`config.mk`:
```
export PLATFORM = sky130hd
export DESIGN_NAME = mdio_master
export DESIGN_NICKNAME = d
export VERILOG_FILES = /design/src/rtl/mdio_pkg.sv /design/src/rtl/mdio_clkgen.sv /design/src/rtl/mdio_frame.sv /design/src/rtl/mdio_master.sv
export SDC_FILE = /design/constraint.sdc
export NUM_CORES = 1
export LEC_CHECK = 0
export BUFFER_PORTS_ARGS = -buffer_cell sky130_fd_sc_hd__buf_2
export CAP_MARGIN = 20
export CORE_UTILIZATION = 64
export DETAILED_ROUTE_END_ITERATION = 8
export GPL_TIMING_DRIVEN = 0
export PLACE_DENSITY = 0.94
export SYNTH_ARGS = -nofsm -noshare
export SYNTH_HDL_FRONTEND = slang
export SYNTH_HIERARCHICAL = 1
export SYNTH_SLANG_ARGS = --single-unit
```
`constraint.sdc`:
```
create_clock -name clk -period 5.3 [get_ports clk]
set_clock_uncertainty 0.05 [all_clocks]
set_input_delay 0.53 -clock clk [delete_from_list [all_inputs] [get_ports clk]]
set_output_delay 0.53 -clock clk [all_outputs]
set_load 0.05 [all_outputs]
```
`src/rtl/mdio_pkg.sv`:
```
package mdio_pkg;
    localparam int FRAME_LEN = 64;
    localparam int PRE_LEN   = 32;
    localparam int TA_IDX    = 46;
    localparam int DAT_IDX   = 48;
    localparam int IDX_W     = $clog2(FRAME_LEN);
    localparam int GO_BIT    = 31;

    typedef struct packed {
        logic        c22;
        logic [1:0]  op;
        logic [4:0]  port;
        logic [4:0]  dev;
        logic [15:0] payload;
    } mdio_cmd_t;

    function automatic mdio_cmd_t unpack_cmd(logic [31:0] w);
        mdio_cmd_t c;
        c.c22     = w[28];
        c.op      = w[27:26];
        c.port    = w[25:21];
        c.dev     = w[20:16];
        c.payload = w[15:0];
        return c;
    endfunction

    function automatic logic is_read_frame(mdio_cmd_t c);
        return c.c22 ? (c.op == 2'b10) : c.op[1];
    endfunction

    function automatic logic [FRAME_LEN-1:0] build_frame(mdio_cmd_t c);
        return {{PRE_LEN{1'b1}}, 1'b0, c.c22, c.op, c.port, c.dev, 2'b10, c.payload};
    endfunction
endpackage

```
`src/rtl/mdio_clkgen.sv`:
```
module mdio_clkgen #(
    parameter int THR_W = 8
) (
    input  logic             clk,
    input  logic             rst,
    input  logic             run,
    input  logic [THR_W-1:0] thr,
    output logic             mdc,
    output logic             rise_stb,
    output logic             fall_stb
);
    logic [THR_W-1:0] cnt;
    logic [THR_W-1:0] lim;
    logic             tick;

    always_comb begin
        lim      = (thr == '0) ? THR_W'(1) : thr;
        tick     = run && (cnt >= lim - THR_W'(1));
        rise_stb = tick && !mdc;
        fall_stb = tick && mdc;
    end

    always_ff @(posedge clk) begin
        if (rst || !run) begin
            cnt <= '0;
            mdc <= 1'b0;
        end else if (tick) begin
            cnt <= '0;
            mdc <= ~mdc;
        end else begin
            cnt <= cnt + THR_W'(1);
        end
    end
endmodule

```
`src/rtl/mdio_frame.sv`:
```
module mdio_frame
    import mdio_pkg::*;
(
    input  logic        clk,
    input  logic        rst,
    input  logic        launch,
    input  mdio_cmd_t   cmd,
    input  logic        rise_stb,
    input  logic        fall_stb,
    input  logic        mdio_in,
    output logic        busy,
    output logic        done,
    output logic        rd_kind,
    output logic [15:0] rx_word,
    output logic        mdio_out,
    output logic        mdio_oe
);
    localparam logic [IDX_W-1:0] LAST_IDX = IDX_W'(FRAME_LEN - 1);

    logic [FRAME_LEN-1:0] shreg;
    logic [IDX_W-1:0]     cur;

    always_comb begin
        done     = busy && fall_stb && (cur == LAST_IDX);
        mdio_out = busy ? shreg[FRAME_LEN-1] : 1'b1;
        mdio_oe  = busy && !(rd_kind && (cur >= IDX_W'(TA_IDX)));
    end

    always_ff @(posedge clk) begin
        if (rst) begin
            busy    <= 1'b0;
            cur     <= '0;
            shreg   <= '0;
            rd_kind <= 1'b0;
            rx_word <= '0;
        end else if (!busy) begin
            if (launch) begin
                busy    <= 1'b1;
                cur     <= '0;
                shreg   <= build_frame(cmd);
                rd_kind <= is_read_frame(cmd);
            end
        end else begin
            if (rise_stb && rd_kind && (cur >= IDX_W'(DAT_IDX)))
                rx_word <= {rx_word[14:0], mdio_in};
            if (fall_stb) begin
                if (cur == LAST_IDX) begin
                    busy <= 1'b0;
                end else begin
                    cur   <= cur + IDX_W'(1);
                    shreg <= {shreg[FRAME_LEN-2:0], 1'b0};
                end
            end
        end
    end
endmodule

```
`src/rtl/mdio_master.sv`:
```
module mdio_master
    import mdio_pkg::*;
#(
    parameter int              ADDR_W  = 4,
    parameter int              THR_W   = 8,
    parameter logic [THR_W-1:0] THR_RST = 8'd4
) (
    input  logic              clk,
    input  logic              rst,
    input  logic              reg_we,
    input  logic [ADDR_W-1:0] reg_addr,
    input  logic [31:0]       reg_wdata,
    output logic [31:0]       reg_rdata,
    output logic              mdc,
    input  logic              mdio_in,
    output logic              mdio_out,
    output logic              mdio_oe
);
    localparam logic [ADDR_W-1:0] CMD_OFF  = ADDR_W'(0);
    localparam logic [ADDR_W-1:0] STAT_OFF = ADDR_W'(4);
    localparam int                PAD_W    = 32 - THR_W - 17;

    mdio_cmd_t        cmd_q;
    logic [THR_W-1:0] thr_q;
    logic [15:0]      rd_data_q;
    logic             busy, done, rd_kind, launch, cmd_wr;
    logic             rise_stb, fall_stb;
    logic [15:0]      rx_word;

    assign cmd_wr = reg_we && (reg_addr == CMD_OFF) && !busy;
    assign launch = cmd_wr && reg_wdata[GO_BIT];

    always_ff @(posedge clk) begin
        if (rst) begin
            cmd_q     <= '0;
            thr_q     <= THR_RST;
            rd_data_q <= '0;
        end else begin
            if (cmd_wr)
                cmd_q <= unpack_cmd(reg_wdata);
            if (reg_we && (reg_addr == STAT_OFF))
                thr_q <= reg_wdata[31 -: THR_W];
            if (done && rd_kind)
                rd_data_q <= rx_word;
        end
    end

    always_comb begin
        case (reg_addr)
            CMD_OFF:  reg_rdata = {busy, 2'b00, cmd_q};
            STAT_OFF: reg_rdata = {thr_q, {PAD_W{1'b0}}, !busy, rd_data_q};
            default:  reg_rdata = '0;
        endcase
    end

    mdio_clkgen #(.THR_W(THR_W)) i_clkgen (
        .clk      (clk),
        .rst      (rst),
        .run      (busy),
        .thr      (thr_q),
        .mdc      (mdc),
        .rise_stb (rise_stb),
        .fall_stb (fall_stb)
    );

    mdio_frame i_frame (
        .clk      (clk),
        .rst      (rst),
        .launch   (launch),
        .cmd      (unpack_cmd(reg_wdata)),
        .rise_stb (rise_stb),
        .fall_stb (fall_stb),
        .mdio_in  (mdio_in),
        .busy     (busy),
        .done     (done),
        .rd_kind  (rd_kind),
        .rx_word  (rx_word),
        .mdio_out (mdio_out),
        .mdio_oe  (mdio_oe)
    );
endmodule

```
==> flow_summary_export.csv, run 1 <==
group,metric,value,unit
run_status,status,"finished clean",
timing,hold_violations,0,
worst_setup_path,r2r_setup_slack,0.81,ns
timing,setup_viol,0,
timing,post-route-period-util,84.8,%
floorplanning,initial_core_util,66.1,%
timing,hold-worst-slack,0.326,ns
place,place_area,0.00777,mm2
min_path,min-delay-path-class,"primary input to register",
synth,ys_warn_count,6,
pwr,p_switching,559,uW
pwr,pwr-share-clk,49.4,%
route,antenna_left,0,
timing,worst_pin_slew,0.685,ns
route,drtPass1Iterations,6,
pwr,p_int,1.95,mW
clock_tree,clock_latency,0.42,ns
clock_tree,cts_hold_buf,0,
clock_tree,postCtsSetupRepairBufs,0,
synth,synth_top_area_cell,"dfxtp_1",
global_route,grt_antenna_before_repair,0,
worst_setup_path,r2r_cells,16,
worst_setup_path,r2r_end,"rd_data_q[8]",
global_route,grt-ovfl-total,0,
synth,synth.cell_area,0.00723,mm2
floorplanning,dieWidth,108,um
synth,synthArstFlopShare,0,%
pwr,p_leak,3.03,nW
synth,synthDistinctLibCells,68,
cells_and_area,final_cell_mix,"150 x dfxtp_1, 89 x buf_2, 64 x mux2i_1",
pwr,p_per_area,300,mW/mm2
synth,synth_edf_count,0,
pwr,vdd_ir_drop_max,0.203,mV
min_path,hold_start,"mdio_in",
synth,synthCells,719,
min_path,holdPathStages,3,
timing,rsz0062_at_grt,"no",
clock_tree,cts_num_sinks,150,
route,drtIter0Drc,657,
clock_tree,h-tree-depth,4,
pwr,p_seq_share,45.5,%
cells_and_area,multiInputGateArea,0.00378,mm2
clock_tree,cts_tree,"built",
route,dr_total_vias,6302,
cells_and_area,area_growth,15.9,%
cells_and_area,diodes,0,
floorplanning,die_h,108,um
floorplanning,io_pins,75,
floorplanning,rows,38,
place,place_congestion,0.891,
timing,setup-tns-final,0,ns
cells_and_area,nets,863,
job,drv_cap,0,
synth,yosys-top-cells-area,"dfxtp_1 42%, mux2i_1 8.9%, nand2b_1 5.5%",
floorplanning,core,0.0109,mm2
clock_tree,root_buffer,"clkbuf_16",
synth,ys.flop_type,"dfxtp_1",
clock_tree,cts_resized,0,
clock_tree,numCtsBuffers,17,
synth,synth_top_area_share,41.6,%
synth,synth-seq-area-share,41.6,%
cells_and_area,drive_gt1_share,22.2,%
worst_setup_path,cp_data_arrival_time,4.78,ns
route,viasPerCell,6.54,
global_route,grt_max_degree,17,
cells_and_area,fin_area,0.00837,mm2
global_route,first_global_vias,6203,
route,drc_errors,0,
floorplanning,die_area,0.0117,mm2
timing,drv_slew,0,
worst_setup_path,start_kind,"register",
timing,clock.fmax,0.223,GHz
timing,fin_crit,4.49,ns
clock_tree,clk_pin_slew,0.06,ns
timing,relSlewSlack,54.3,%
cells_and_area,final_util,76.6,%
synth,syn_nets,771,
global_route,grt_pass1_wl,29.6,mm
pwr,share_comb_of_total_power,5.0,%
worst_setup_path,crit_path_max_fanout,10,
worst_setup_path,end_kind,"register",
cells_and_area,ff_latch_area,0.00300,mm2
cells_and_area,fillers,676,
worst_setup_path,cp.required,5.59,ns
place,port_buffers,73,
synth,ys_ff_latch,150,
worst_setup_path,critical_path_class,"register to register",
min_path,min_to,"i_frame/rx_word[0]",
clock_tree,clk_path_buf_depth,2,
pwr,switching_share,22.3,%
global_route,gr-usage-all-layers,32.5,%
worst_setup_path,reg2reg_from,"thr_q[2]",
route,drt_wl_total,18.8,mm
place,dp_hpwl,12.7,mm
route,wire_per_inst,19.5,um
cells_and_area,final_common_cell,"dfxtp_1",
synth,syn_avg_cell_area,10.0,um2
pwr,power.total,2.51,mW
## cells by family (layout without fill, tap and decap cells)
logic type	after synthesis	after routing	share of synthesized area (%)
AND/OR/NAND/NOR	207	207	16.2
AO/OA/AOI/OAI	194	194	23.8
flip-flops	150	150	41.6
buffers and inverters	81	185	6.06
multiplexers	66	66	9.21
adder cells (fa/ha/maj)	12	12	2.08
XOR/XNOR	9	9	1.09
## worst max-delay path by stage
stage	depth (start not counted)	endpoint	slack [ns]	from
2_1_floorplan	16	rd_data_q[10]	1.73	thr_q[2]
3_3_place_gp	16	rd_data_q[5]	1.26	thr_q[2]
3_5_place_dp	16	rd_data_q[8]	1.08	thr_q[2]
4_1_cts	16	rd_data_q[8]	0.86	thr_q[2]
5_1_grt	16	rd_data_q[8]	0.52	thr_q[2]
6_report	16	rd_data_q[8]	0.81	thr_q[2]
## routing by layer
layer	global-route usage, %	vias up	routed length (um)
li1	-	2860	-
met1	39.4	3033	7710
met2	55.0	334	9080
met3	6.21	75	1250
met4	16.0	0	717
met5	0	-	0
## state kept, by name, indices dropped and copies added (netlist names)
name / count
i_frame/rd_kind: 1
cmd_q: 29
i_frame/busy: 1
thr_q: 8
i_frame/shreg: 64
i_clkgen/mdc: 1
i_frame/cur: 6
i_clkgen/cnt: 8
i_frame/rx_word: 16
rd_data_q: 16
## cell type report
type / count / area share, %
tap: 140 / 2.09
sequential: 150 / 35.9
clock buffer: 21 / 5.50
buffer: 69 / 4.69
clock inverter: 10 / 1.76
timing repair buffer: 73 / 4.36
multi-input combinational: 488 / 45.2
inverter: 12 / 0.538
## cell usage after synthesis (3+ instances only)
cell and n:
nor2_1 8, xnor2_1 3, clkbuf_1 33, a22o_1 22, mux2i_1 64, a2111oi_2 18, and2_1 15, xor2_1 6
nand4_1 4, nor3_1 13, nand3_1 28, buf_2 16, a21oi_1 37, buf_4 6, inv_1 11, o21ai_0 20
o221a_1 20, o221a_2 12, o32ai_1 3, a31o_1 29, nand2b_1 63, ha_1 12, nand2_1 48, buf_6 12
or3_1 3, a2111oi_1 9, and3b_1 3, and3_1 3, dfxtp_1 150, a21bo_2 3
## power by group through the flow
stage	logic (mW)	clock network, mW	registers [mW]
detailed placement	0.121	0	1.17
global route	0.135	1.30	1.14
CTS	0.124	1.24	1.14
finish	0.126	1.24	1.14
global placement	0.117	0	1.17
floorplan	0.0781	0	1.17
## worst max-delay path, stage by stage (launching register included)
cell      delay (ns)
dfxtp_1         0.38
nor4_1          0.46
and3b_1         0.25
nor2_1          0.07
ha_1            0.24
nand2_1         0.09
xor2_1          0.08
ha_1            0.33
nand4_1         0.23
o311ai_4        0.54
and3_2          0.37
and3_1          0.23
and2_1          0.15
clkbuf_1        0.25
clkbuf_1        0.37
nand2_1         0.15
a21oi_1         0.16
## stage by stage
stage                     worst slack [ns]  cells
after CTS                            0.859    963
after global placement                1.26    932
after detailed placement              1.08    932
after floorplan                       1.73    719
final                                0.807    963
after global routing                 0.520    963
No activity file was read; power rests on OpenSTA's default activity.
==> run 2: changes to the inputs <==
--- a/config.mk
+++ b/config.mk
@@ -7,10 +7,10 @@
 export LEC_CHECK = 0
 export BUFFER_PORTS_ARGS = -buffer_cell sky130_fd_sc_hd__buf_2
 export CAP_MARGIN = 20
-export CORE_UTILIZATION = 64
+export CORE_UTILIZATION = 59
 export DETAILED_ROUTE_END_ITERATION = 8
 export GPL_TIMING_DRIVEN = 0
-export PLACE_DENSITY = 0.94
+export PLACE_DENSITY = 0.88
 export SYNTH_ARGS = -nofsm -noshare
 export SYNTH_HDL_FRONTEND = slang
 export SYNTH_HIERARCHICAL = 1
==> constraint.sdc (replaced) <==
create_clock -name clk -period 4.3 [get_ports clk]
set_clock_uncertainty 0.05 [all_clocks]
set_input_delay 0.43 -clock clk [delete_from_list [all_inputs] [get_ports clk]]
set_output_delay 0.43 -clock clk [all_outputs]
set_load 0.05 [all_outputs]
==> run 2 against run 1 <==
Against the previous run:
- first-iteration DRC count is 10% higher
- via count down 3.2%
- final cell count increased by 0.93%
- wire length fell by 3.7%
- final area increased by 0.22%
- maximum frequency is 12% higher
- non-clock buffer count increased by 1
- die area grew 8.3%
- global-route usage is 3.2 points lower
- sequential power grew 24%
- clock power grew 19%
- power rose by 21%
==> flow_summary_export.csv, run 2 (same netlist as run 1, synthesis figures left out) <==
group,metric,value,unit
timing,drv_slew,0,
timing,setup_ws,0.282,ns
cells_and_area,area_growth,16.2,%
place,place_congestion,0.885,
cells_and_area,final_common_cell,"dfxtp_1",
clock_tree,clk_pin_slew,0.06,ns
floorplanning,die_h,113,um
worst_setup_path,cp_data_arrival_time,4.32,ns
timing,setup-tns-final,0,ns
cells_and_area,drive_gt1_share,23.2,%
clock_tree,numCtsBuffers,17,
global_route,first_global_vias,5919,
pwr,p_per_area,362,mW/mm2
global_route,grt_pass1_wl,29.1,mm
timing,rsz0062_at_grt,"no",
clock_tree,cts_num_sinks,150,
pwr,p_leak,3.05,nW
global_route,grt_max_degree,17,
pwr,share_comb_of_total_power,5.1,%
min_path,min_to,"thr_q[5]",
route,dr_total_vias,6100,
timing,setup_viol,0,
min_path,min-delay-path-class,"primary input to register",
route,drt_wl_total,18.1,mm
route,drtIter0Drc,723,
floorplanning,initial_core_util,60.4,%
pwr,vdd_ir_drop_max,0.260,mV
worst_setup_path,critical_path_class,"register to register",
clock_tree,clk_path_buf_depth,2,
cells_and_area,reg_top3,"i_frame/shreg: 64 flops, cmd_q: 29 flops",
clock_tree,cts_hold_buf,0,
clock_tree,cts_tree,"built",
timing,fin_crit,4.02,ns
cells_and_area,diodes,0,
floorplanning,io_pins,75,
job,drv_cap,0,
timing,hold_violations,0,
global_route,grt-ovfl-total,0,
cells_and_area,nets,864,
worst_setup_path,r2r_setup_slack,0.28,ns
clock_tree,clock_latency,0.43,ns
floorplanning,core,0.0120,mm2
pwr,pwr-share-clk,48.5,%
place,pre_cts_ws,0.0743,ns
route,viasPerCell,6.28,
route,drc_errors,0,
worst_setup_path,crit_path_max_fanout,10,
floorplanning,dieWidth,113,um
min_path,holdPathStages,3,
route,wire_per_inst,18.6,um
timing,hold-worst-slack,0.221,ns
cells_and_area,top_register,"i_frame/shreg",
cells_and_area,fillers,883,
cells_and_area,largest_reg_flops,64,
pwr,p_int,2.36,mW
place,port_buffers,73,
timing,post-route-period-util,93.5,%
worst_setup_path,r2r_end,"rd_data_q[11]",
route,antenna_left,0,
pwr,p_switching,681,uW
clock_tree,h-tree-depth,4,
worst_setup_path,end_kind,"register",
worst_setup_path,reg2reg_from,"thr_q[3]",
worst_setup_path,r2r_cells,17,
timing,clock.fmax,0.249,GHz
floorplanning,rows,40,
worst_setup_path,start_kind,"register",
timing,worst_pin_slew,0.687,ns
cells_and_area,final_cell_mix,"150 x dfxtp_1, 89 x buf_2, 64 x mux2i_1",
route,drtPass1Iterations,5,
timing,relSlewSlack,54.2,%
min_path,hold_start,"reg_wdata[29]",
pwr,p_seq_share,46.4,%
floorplanning,die_area,0.0127,mm2
place,dp_hpwl,12.9,mm
cells_and_area,multiInputGateArea,0.00379,mm2
global_route,gr-usage-all-layers,29.3,%
pwr,switching_share,22.4,%
cells_and_area,ff_latch_area,0.00300,mm2
clock_tree,root_buffer,"clkbuf_16",
global_route,grt_antenna_before_repair,0,
worst_setup_path,cp.required,4.60,ns
run_status,status,"finished clean",
==> run 2: cell types whose count changed in the layout (fill, tap and decap cells not counted), moves of 2 or more <==
cell	before	now
clkinv_2	0	4
clkbuf_2	1	4
clkbuf_1	35	29
buf_4	6	8
==> run 2: power by group through the flow <==
stage / logic, mW / registers [mW] / clock network [mW]
2_1_floorplan: 0.0962 / 1.44 / 0
3_3_place_gp: 0.145 / 1.44 / 0
3_5_place_dp: 0.151 / 1.44 / 0
4_1_cts: 0.153 / 1.41 / 1.48
5_1_grt: 0.167 / 1.41 / 1.54
6_report: 0.155 / 1.41 / 1.47
==> run 2: repair_timing <==
| action | CTS | global route |
|---|---|---|
| resized for setup | 0 | 7 |
| hold endpoints to repair | 0 | 0 |
| endpoints found under the setup margin | 0 | 75 |
| setup buffers | 0 | 2 |
==> run 2: worst max-delay path by stage <==
stage,start,end,slack (ns),depth (start not counted)
after floorplan,thr_q[2],rd_data_q[10],0.73,16
after global placement,thr_q[2],rd_data_q[11],0.23,16
after detailed placement,thr_q[2],rd_data_q[9],0.07,16
after CTS,thr_q[3],i_frame/shreg[28],0.04,15
after global routing,thr_q[3],rd_data_q[12],0.02,17
final,thr_q[3],rd_data_q[11],0.28,17
==> run 2: cell type report <==
cell class	count	share of cell area (%)
flip-flops and latches	150	35.8
clock buffers	20	5.56
multi-input cells	488	45.2
repair buffers	75	4.53
plain buffers	68	4.68
inverters	12	0.537
clock inverters	12	1.52
well taps	147	2.19
==> run 2: worst max-delay path, cell delays in order, from the launching register on <==
cell	delay [ns]
dfxtp_1	0.38
nor4_1	0.42
and3b_1	0.25
nor2_1	0.07
ha_1	0.23
nand2_1	0.09
xor2_1	0.16
ha_1	0.19
o21ai_0	0.15
or2b_2	0.37
o311ai_4	0.10
and3_2	0.32
and3_1	0.25
and2_1	0.15
clkbuf_1	0.25
clkbuf_2	0.28
nand2_1	0.09
a21oi_1	0.13
==> run 2: routing by layer <==
metal  routed length, um  GRT usage, %
met1                7750          36.2
met2                8740          48.7
met3                 876          5.18
met4                 697          15.5
met5                   0             0
==> run 2: stage by stage <==
| stage | utilization (%) | area [um2] | std cells | power, mW |
|---|---|---|---|---|
| 2_1_floorplan | - | 7230 | 719 | 1.53 |
| 5_1_grt | 70.2 | 8390 | 972 | 3.12 |
| 3_5_place_dp | 65.0 | 7770 | 939 | 1.59 |
| 6_report | 70.2 | 8390 | 972 | 3.04 |
| 4_1_cts | 70.0 | 8370 | 971 | 3.04 |
| 3_3_place_gp | 65.0 | 7770 | 939 | 1.58 |
==> run 3: changes to the inputs <==
--- a/config.mk
+++ b/config.mk
@@ -7,11 +7,12 @@
 export LEC_CHECK = 0
 export BUFFER_PORTS_ARGS = -buffer_cell sky130_fd_sc_hd__buf_2
 export CAP_MARGIN = 20
-export CORE_UTILIZATION = 59
+export CELL_PAD_IN_SITES_DETAIL_PLACEMENT = 0
+export CELL_PAD_IN_SITES_GLOBAL_PLACEMENT = 1
+export CORE_UTILIZATION = 45
 export DETAILED_ROUTE_END_ITERATION = 8
 export GPL_TIMING_DRIVEN = 0
 export PLACE_DENSITY = 0.88
 export SYNTH_ARGS = -nofsm -noshare
 export SYNTH_HDL_FRONTEND = slang
-export SYNTH_HIERARCHICAL = 1
 export SYNTH_SLANG_ARGS = --single-unit
==> run 3 against run 2 <==
Against the previous run:
- final cell count grew 2.6%
- non-clock buffer count down 4
- combinational power grew 140%
- largest cell class unchanged
- sequential cell count stayed put
- final area decreased by 6.4%
- critical path depth down 2
- clock-buffer cell count stayed put
- maximum frequency increased by 2.6%
==> flow_summary_export.csv, run 3 <==
group,metric,value,unit
worst_setup_path,cp.required,4.61,ns
worst_setup_path,critical_path_class,"register to register",
route,antenna_left,0,
clock_tree,cts_num_sinks,150,
synth,yosys.cell_count.top_type,"dfxtp_1",
timing,relSlewSlack,46.1,%
cells_and_area,fillers,1261,
cells_and_area,drive_gt1_share,20.0,%
clock_tree,clk_pin_slew,0.06,ns
cells_and_area,reg_top3,"i_frame.shreg: 64 flops, cmd_q: 29 flops",
floorplanning,io_pins,75,
timing,setup-tns-final,0,ns
worst_setup_path,r2r_setup_slack,0.38,ns
route,dr_total_vias,5765,
global_route,grt_pass1_wl,28.6,mm
floorplanning,dieWidth,123,um
route,drc_errors,0,
run_status,status,"finished clean",
timing,drv_slew,0,
clock_tree,cts_tree,"built",
pwr,p_switching,865,uW
synth,syn_avg_cell_area,9.34,um2
clock_tree,root_buffer,"clkbuf_16",
cells_and_area,nets,856,
worst_setup_path,end_kind,"register",
pwr,power.total,3.46,mW
synth,syn_nets,758,
worst_setup_path,cp_data_arrival_time,4.23,ns
min_path,hold_start,"reg_wdata[21]",
synth,synthCells,706,
floorplanning,die_h,123,um
pwr,share_comb_of_total_power,10.7,%
place,dp_hpwl,12.6,mm
route,drt_wl_total,17.6,mm
cells_and_area,final_cell_mix,"150 x dfxtp_1, 115 x nand2_1, 87 x a21oi_1",
min_path,min_to,"cmd_q[21]",
timing,rsz0062_at_grt,"yes",
synth,synth_top_area_cell,"dfxtp_1",
route,viasPerCell,5.78,
synth,synth_adder_area_share,2.28,%
floorplanning,initial_core_util,46.8,%
synth,ys.flop_type,"dfxtp_1",
global_route,grt-ovfl-total,0,
pwr,p_int,2.60,mW
clock_tree,cts_hold_buf,0,
synth,ys_warn_count,0,
route,drtPass1Iterations,5,
cells_and_area,diodes,0,
timing,worst_pin_slew,0.809,ns
synth,synth.cell_area,0.00660,mm2
global_route,grt_antenna_before_repair,0,
pwr,switching_share,25.0,%
cells_and_area,largest_reg_flops,64,
synth,ys_ff_latch,150,
synth,synthDistinctLibCells,51,
worst_setup_path,r2r_cells,15,
synth,synth_top_family_by_area,"compound AO/OA/AOI/OAI gates",
synth,yosys-top-cells-count,"150 x dfxtp_1, 115 x nand2_1, 87 x a21oi_1",
synth,synth_xor_area_share,1.33,%
cells_and_area,area_growth,19.1,%
synth,synth-seq-area-share,45.5,%
min_path,min-delay-path-class,"primary input to register",
place,place_congestion,0.798,
floorplanning,die_area,0.0151,mm2
clock_tree,numCtsBuffers,17,
synth,synth_top_area_share,45.5,%
cells_and_area,final_util,55.7,%
timing,hold_violations,0,
synth,synth_edf_count,0,
cells_and_area,final_common_cell,"dfxtp_1",
worst_setup_path,reg2reg_from,"thr_q[2]",
cells_and_area,multiInputGateArea,0.00328,mm2
pwr,p_per_area,441,mW/mm2
clock_tree,h-tree-depth,4,
place,port_buffers,74,
pwr,p_leak,2.83,nW
pwr,vdd_ir_drop_max,0.351,mV
synth,synth_compound_area_share,25.3,%
cells_and_area,top_register,"i_frame.shreg",
clock_tree,clock_latency,0.43,ns
timing,post-route-period-util,91.1,%
cells_and_area,ff_latch_area,0.00300,mm2
clock_tree,clk_path_buf_depth,2,
route,drtIter0Drc,474,
global_route,gr-usage-all-layers,24.8,%
job,drv_cap,0,
global_route,first_global_vias,5605,
pwr,pwr-share-clk,45.7,%
worst_setup_path,crit_path_max_fanout,10,
synth,yosys-top-cells-area,"dfxtp_1 46%, mux2i_1 6.8%, a21oi_1 6.6%",
floorplanning,rows,43,
synth,synth_mux_area_share,6.83,%
worst_setup_path,startpoint,"thr_q[2]",
synth,synthArstFlopShare,0,%
timing,clock.fmax,0.255,GHz
floorplanning,core,0.0141,mm2
timing,fin_crit,3.92,ns
route,wire_per_inst,17.6,um
worst_setup_path,r2r_end,"i_clkgen.cnt[4]",
pwr,p_seq_share,43.7,%
global_route,grt_max_degree,17,
min_path,holdPathStages,3,
worst_setup_path,start_kind,"register",
synth,yosys.area_share.simple,14.1,%
timing,setup_viol,0,
[run 3: changes by cell type in the layout (fill, tap and decap cells not counted), moves of 14 or more]
cell,previous run,this run
a21oi_1,37,87
clkbuf_1,29,43
a2111oi_2,18,0
mux2i_1,64,45
nand2b_1,63,2
nand2_1,48,115
a211oi_2,0,29
a31o_1,29,0
[run 3: kinds of logic after synthesis]
kind of cell | count (synthesis)
muxes | 45
adders and majority gates | 12
buffers and inverters | 72
DFF | 150
and+or+nand+nor | 204
xor gates and xnor gates | 10
AOI/OAI and AO/OA | 213
[run 3: cell type report]
cell class / count / share of cell area (%)
Inverter: 12 / 0.573
Clock inverter: 12 / 2.23
Multi-Input combinational cell: 484 / 41.8
Timing Repair Buffer: 80 / 5.29
Sequential cell: 150 / 38.2
Tap cell: 180 / 2.87
Buffer: 59 / 3.38
Clock buffer: 20 / 5.68
[run 3: routing by layer]
metal  wire length (um)  GRT usage, %  vias to the layer above
li1                   -             -                     2769
met1               8120          32.8                     2789
met2               8150          39.8                      186
met3                972          5.72                       21
met4                316          8.66                        0
met5                  0             0                        -
[run 3: power by group through the flow]
| stage | clock network [mW] | registers [mW] | logic, mW |
|---|---|---|---|
| finish | 1.58 | 1.51 | 0.369 |
| global route | 1.66 | 1.52 | 0.402 |
| CTS | 1.59 | 1.51 | 0.367 |
| detailed placement | 0 | 1.54 | 0.366 |
| global placement | 0 | 1.53 | 0.354 |
| floorplan | 0 | 1.53 | 0.271 |
[run 3: worst max path at each step]
stage / to / slack (ns) / cells after the start
after floorplan: rd_data_q[10] / 0.74 / 15
after global placement: i_frame.shreg[4] / 0.21 / 16
after detailed placement: i_frame.shreg[28] / 0.14 / 16
after CTS: i_frame.shreg[28] / 0.1 / 16
after global routing: i_clkgen.cnt[6] / -0.01 / 15
final: i_clkgen.cnt[4] / 0.38 / 15
[run 3: timing repair]
item	CTS	global route
gates resized for setup	0	3
setup endpoints to repair	0	34
buffers inserted	0	6
[run 3: worst max-delay path: stages (launching register included)]
cell,delay [ns]
dfxtp_1,0.37
or3_1,0.40
or2_2,0.31
nor3_1,0.21
a21oi_1,0.13
ha_1,0.22
inv_1,0.08
or3_1,0.12
xor2_1,0.07
ha_1,0.20
a211oi_1,0.33
nor2_1,0.12
a211oi_2,0.56
clkbuf_2,0.34
nand2_1,0.20
nor2_1,0.15
[run 3: through the flow]
step	worst slack [ns]	hold slack [ns]	instances	instance area [um2]
finish	0.384	0.199	997	7860
CTS	0.0979	0.195	992	7810
detailed placement	0.137	0.399	960	7190
floorplan	0.739	0.382	706	6600
global placement	0.212	0.387	960	7190
global route	-0.0112	0.199	997	7860
